### src/rtl/gpio_sct_port.sv
module gpio_sct_port #(
  parameter int NPINS = 32,
  parameter int AW    = 32
) (
  input  logic             clk,
  input  logic             rst_n,
  input  logic [AW-1:0]    bus_addr,
  input  logic [NPINS-1:0] bus_wdata,
  input  logic             bus_we,
  output logic [NPINS-1:0] bus_rdata,
  input  logic [NPINS-1:0] pin_in,
  output logic [NPINS-1:0] pin_out,
  output logic [NPINS-1:0] pin_oe
);
  localparam logic [2:0] W_LATCH = 3'd0;
  localparam logic [2:0] W_SET   = 3'd1;
  localparam logic [2:0] W_CLR   = 3'd2;
  localparam logic [2:0] W_TGL   = 3'd3;
  localparam logic [2:0] W_IN    = 3'd4;
  localparam logic [2:0] W_DIR   = 3'd5;

  logic [NPINS-1:0] latch_q, dir_q, sync1_q, sync2_q;
  logic             in_map, wr_hit;
  logic [2:0]       widx;

  assign in_map = (bus_addr[AW-1:5] == '0) && (bus_addr[1:0] == 2'b00);
  assign widx   = bus_addr[4:2];
  assign wr_hit = bus_we && in_map;

  always_ff @(posedge clk or negedge rst_n) begin
    if (!rst_n) begin
      latch_q <= '0;
    end else if (wr_hit) begin
      case (widx)
        W_LATCH: latch_q <= bus_wdata;
        W_SET:   latch_q <= latch_q | bus_wdata;
        W_CLR:   latch_q <= latch_q & ~bus_wdata;
        W_TGL:   latch_q <= latch_q ^ bus_wdata;
        default: latch_q <= latch_q;
      endcase
    end
  end

  always_ff @(posedge clk or negedge rst_n) begin
    if (!rst_n) dir_q <= '0;
    else if (wr_hit && widx == W_DIR) dir_q <= bus_wdata;
  end

  always_ff @(posedge clk or negedge rst_n) begin
    if (!rst_n) begin
      sync1_q <= '0;
      sync2_q <= '0;
    end else begin
      sync1_q <= pin_in;
      sync2_q <= sync1_q;
    end
  end

  always_comb begin
    bus_rdata = '0;
    if (in_map) begin
      case (widx)
        W_LATCH: bus_rdata = latch_q;
        W_IN:    bus_rdata = sync2_q;
        W_DIR:   bus_rdata = dir_q;
        default: bus_rdata = '0;
      endcase
    end
  end

  assign pin_out = latch_q;
  assign pin_oe  = dir_q;
endmodule

### config.mk
export PLATFORM = sky130hd
export DESIGN_NAME = gpio_sct_port
export DESIGN_NICKNAME = d
export VERILOG_FILES = /design/src/rtl/gpio_sct_port.sv
export SDC_FILE = /design/constraint.sdc
export NUM_CORES = 1
export LEC_CHECK = 0
export BUFFER_PORTS_ARGS = -buffer_cell sky130_fd_sc_hd__buf_2
export CAP_MARGIN = 20
export CORE_MARGIN = 2
export CORE_UTILIZATION = 45
export CTS_CLUSTER_DIAMETER = 150
export CTS_CLUSTER_SIZE = 25
export DETAILED_ROUTE_END_ITERATION = 16
export PLACE_DENSITY = 0.7
export REMOVE_ABC_BUFFERS = 1
export SLEW_MARGIN = 20
export SYNTH_ARGS = -nofsm -noshare
export SYNTH_HDL_FRONTEND = slang
export SYNTH_SLANG_ARGS = --single-unit
### constraint.sdc
create_clock -name clk -period 1.9 [get_ports clk]
set_input_delay 0.095 -clock clk [delete_from_list [all_inputs] [get_ports clk]]
set_output_delay 0.095 -clock clk [all_outputs]
set_load 0.1 [all_outputs]
* After elaboration in Yosys (flattened, before gate mapping)
Index checks and enable logic that the tools add are counted.
** Cells by class
- Equality and inequality tests :: 5
- Multiplexer cells :: 3
- Bitwise gates (word level) :: 4
- Reduce and logical (&&, ||, !) cells :: 8
** Operator list (number)
- $pmux 32 s4 :: 1
- $pmux 32 s3 :: 1
- $and 32x32->32 :: 1
- $mux 32 :: 1
- $not 32->32 :: 1
- $or 32x32->32 :: 1
- $xor 32x32->32 :: 1
- $logic_not 27->1 :: 1
- $eq 3x2->1 const B :: 2
- $eq 3x3->1 const B :: 2
- $reduce_bool 4->1 :: 1
- $eq 3x1->1 const B :: 1
- $logic_and 1x1->1 :: 3
- $logic_not 3->1 :: 1
- $logic_not 2->1 :: 1
- $reduce_and 2->1 :: 1
** Storage, ports and cells
- Register bits :: 128
- Input port bits :: 99
- Output and inout port bits :: 96
- Logic and storage cells :: 24

* Logic depth before layout (Yosys ltp)
- Word-level depth :: 4
- Gate-level depth with buffers :: 7
- Depth with buffers taken out :: 6

* Least setup slack after synthesis
OpenSTA, ideal clock, no wires.
- Kind :: register to output
- From :: reg dir_q[30] (netlist: pin_oe[30])
- To :: out bus_rdata[30]
- Data arrival time :: 3.666 ns
- Required time :: 1.805 ns
- Slack :: -1.861 ns
- Stages on the path, launching flop included :: 5
- Buffers on the path :: 0
- Path through :: dfrtp_1 -> mux2_2 -> a22oi_1 -> or3_1 -> nor3_1
** Between the ends
- Cells in the longest elaborated chain, start to end :: 2
** RTL lines
- from (decl) :: RTL line 22 : logic [NPINS-1:0] latch_q, dir_q, sync1_q, sync2_q;
- from (signal assigned) :: RTL line 46 : else if (wr_hit && widx == W_DIR) dir_q <= bus_wdata;
- $pmux 32 s3 :: RTL line 62 : case (widx)
- $mux 32 :: RTL line 61 : if (in_map) begin
- to (decl) :: RTL line 10 : output logic [NPINS-1:0] bus_rdata,
Every way passes these cells.

* Final worst setup path
- From :: in bus_addr[6]
- To :: out bus_rdata[25]
** Between the ends
- Cells in the longest elaborated chain, start to end :: 3
** RTL lines
- from (decl) :: RTL line 7 : input logic [AW-1:0] bus_addr,
- $logic_not 27->1 :: RTL line 26 : assign in_map = (bus_addr[AW-1:5] == '0) && (bus_addr[1:0] == 2'b00);
- $logic_and 1x1->1 :: RTL line 26
- $mux 32 :: RTL line 61
Every way passes these cells.

==> flow_summary.yaml <==
global_route:
  grt-ovfl-total: 0
  grt_use_total_pct: 24.1
  grt_pass1_wl_um: 30900
  antenna_found_initial: 0
  grt_max_degree: 50
  first_global_vias: 6219
synth:
  synth_area_sq_mm: 0.00690
  postSynthCellCount: 573
  synth.distinct_cells: 24
  synth-seq-area-share_pct: 46.4
  synth_edf_count: 0
  avgSynthCellArea_sq_um: 12.0
  ys_ff_latch: 128
  ys_warn_count: 0
  async_flop_share_pct: 100
  ys.flop_type: "dfrtp_1"
cells_and_area:
  nets: 998
  areaGrowthSynthToFinish_pct: 46.2
  final_util_pct: 66.9
  final_cell_mix: "buf_2 (160), dfrtp_1 (128), inv_1 (65), dlygate4sd3_1 (65)"
  layout_commonest_cell: "buf_2"
  antenna_cells: 0
  fill_cells: 1056
  drive_gt1_share_pct: 41.9
placed_design:
  pre_cts_ws_ns: -0.153
  place.gp.congestion: 0.768
  dp_hpwl_um: 12400
  numPortBuffers: 194
floorplanning:
  die_y_um: 128
  die_area_sq_mm: 0.0163
  start_util_pct: 45.7
  core_area_sq_mm: 0.0151
  ios: 195
  rows: 45
  die_w_um: 128
drt:
  dr_wl_met2_um: 9820
  drc: 0
  totalWireLength_um: 19400
  vias: 5577
  routed-wl-met3_um: 1090
  wl_per_cell_um: 18.7
  avgViaCountPerCell: 5.38
  drt_iter0_drc: 351
  drt-met1-wl_um: 8130
  top_layer_used: "met4"
  drt-pass1-iter-count: 4
  ant_nets: 0
critical_path:
  crit_fanout: 15
  critPathKind: "input port to output port"
  worstSetupStartpointType: "input port"
  critical_path_required_ns: 1.80
  end_kind: "output port"
  arrival_ns: 1.76
power_and_ir_drop:
  p_leak_nw: 5.03
  ir_drop_mv: 0.578
  total_power_w: 0.00677
  powerDensity_mw_per_mm2: 671
outcome:
  outcome: "finished clean"
timing:
  drv_slew: 0
  tightestPinTransition_ns: 0.523
  setup_violations: 0
  fin_skew_ns: 0.00455
  fmax_ghz: 0.539
  finalHoldViolCount: 0
  slew_headroom_pct: 65.4
  rsz0062_at_grt: "yes"
  finalCritPeriodShare_pct: 97.7
  min_period_ns: 1.86
  setup_ws_ns: 0.0438
clock_tree:
  clockBufferDepth: 2
  cts_sinks: 128
  clk_transition_reported_paths_ns: 0.05
  insertion_delay_ns: 0.41
  cts_tree: "yes"
  cts_root_buf: "clkbuf_16"
  cts_inserted_buffers: 17
  cts_max_level: 4
run:
  cap_violations: 0
hold_path:
  hold_class: "input port to register"
[final timing paths]
| check | start | slack, ns | cells after the start | endpoint |
|---|---|---|---|---|
| min | bus_addr[4] | 0.16 | 3 | pin_out[21]$_DFFE_PN0P_ |
| min reg2reg | sync1_q[6]$_DFF_PN0_ | 0.35 | 0 | sync2_q[6]$_DFF_PN0_ |
| max reg2reg | pin_out[19]$_DFFE_PN0P_ | 0.47 | 6 | pin_out[19]$_DFFE_PN0P_ |
| min in group asynchronous | rst_n | 0.17 | 2 | sync1_q[16]$_DFF_PN0_ |
| max in group asynchronous | rst_n | 1.09 | 3 | pin_oe[4]$_DFFE_PN0P_ |
| max | bus_addr[6] | 0.04 | 7 | bus_rdata[25] |
[stage by stage]
stage / std cells / setup TNS, ns / instance area [sq um] / hold WS, ns
2_1_floorplan: 534 / -82.99 / 6690 / -0.201
3_3_place_gp: 938 / -3.48 / 8670 / 0.0482
3_5_place_dp: 938 / -6.62 / 8670 / 0.0530
4_1_cts: 1035 / 0 / 10000 / 0.163
5_1_grt: 1036 / -0.0390 / 10100 / 0.185
6_report: 1036 / 0 / 10100 / 0.162
[cells in the mapped netlist, types with 2 or more instances]
library cell,number,area share [%]
a22oi_1,64,7.0
buf_1,2,0.11
buf_12,3,0.87
buf_2,9,0.65
clkbuf_1,24,1.3
dfrtp_1,128,46
ha_1,64,12
inv_1,65,3.5
mux2_2,34,5.5
mux2_4,30,6.5
mux2i_1,64,9.3
nand3_1,2,0.15
nand4b_1,2,0.25
nor2_1,35,1.9
nor3_1,2,0.15
nor4_2,6,1.1
o22ai_1,32,2.9
[flip-flops by register name (all words and copies together), names as in the netlist]
register / flops
pin_oe: 32
pin_out: 32
sync1_q: 32
sync2_q: 32
[power breakdown]
part | internal, W | leakage [nW] | switching, W
Clock | 0.00199 | 0.291 | 0.00120
Combinational | 0.000368 | 3.27 | 0.000398
Sequential | 0.00280 | 1.47 | 0.0000196
[cell families after synthesis]
| family | share of synthesized area, % |
|---|---|
| muxes | 21.4 |
| buffers and inverters | 6.63 |
| adders and majority gates | 11.6 |
| and+or+nand+nor | 4.15 |
| AOI/OAI and AO/OA | 9.86 |
| DFF | 46.4 |
[routing by layer]
layer / track usage [%] / vias to the layer above
met1: 30.3 / 2775
met4: 7.82 / 0
met5: 0 / -
met3: 5.38 / 31
li1: - / 2553
met2: 41.5 / 218
[repair_timing]
action / 4_1_cts / 5_1_grt
buffers inserted: 0 / 1
pin swaps: 0 / 2
hold buffers: 65 / 0
setup endpoints to repair: 32 / 30
gates resized for setup: 38 / 15
hold endpoints to repair: 143 / 0
cloned: 0 / 0
[critical path, stage by stage]
cell and delay [ns]:
buf_2 0.10, nor4_2 0.30, nand3_1 0.14, or4_4 0.54
buf_8 0.19, nor2_2 0.19, buf_12 0.20
[area by class of cell]
type	instances	area, sq um	area share [%]
timing repair buffer	282	2390	23.7
tap	188	235	2.33
multi-input combinational	341	3440	34.1
sequential	128	3200	31.7
clock inverter	11	113	1.12
clock buffer	21	460	4.56
inverter	65	244	2.42
(Power assumes the default switching activity.)
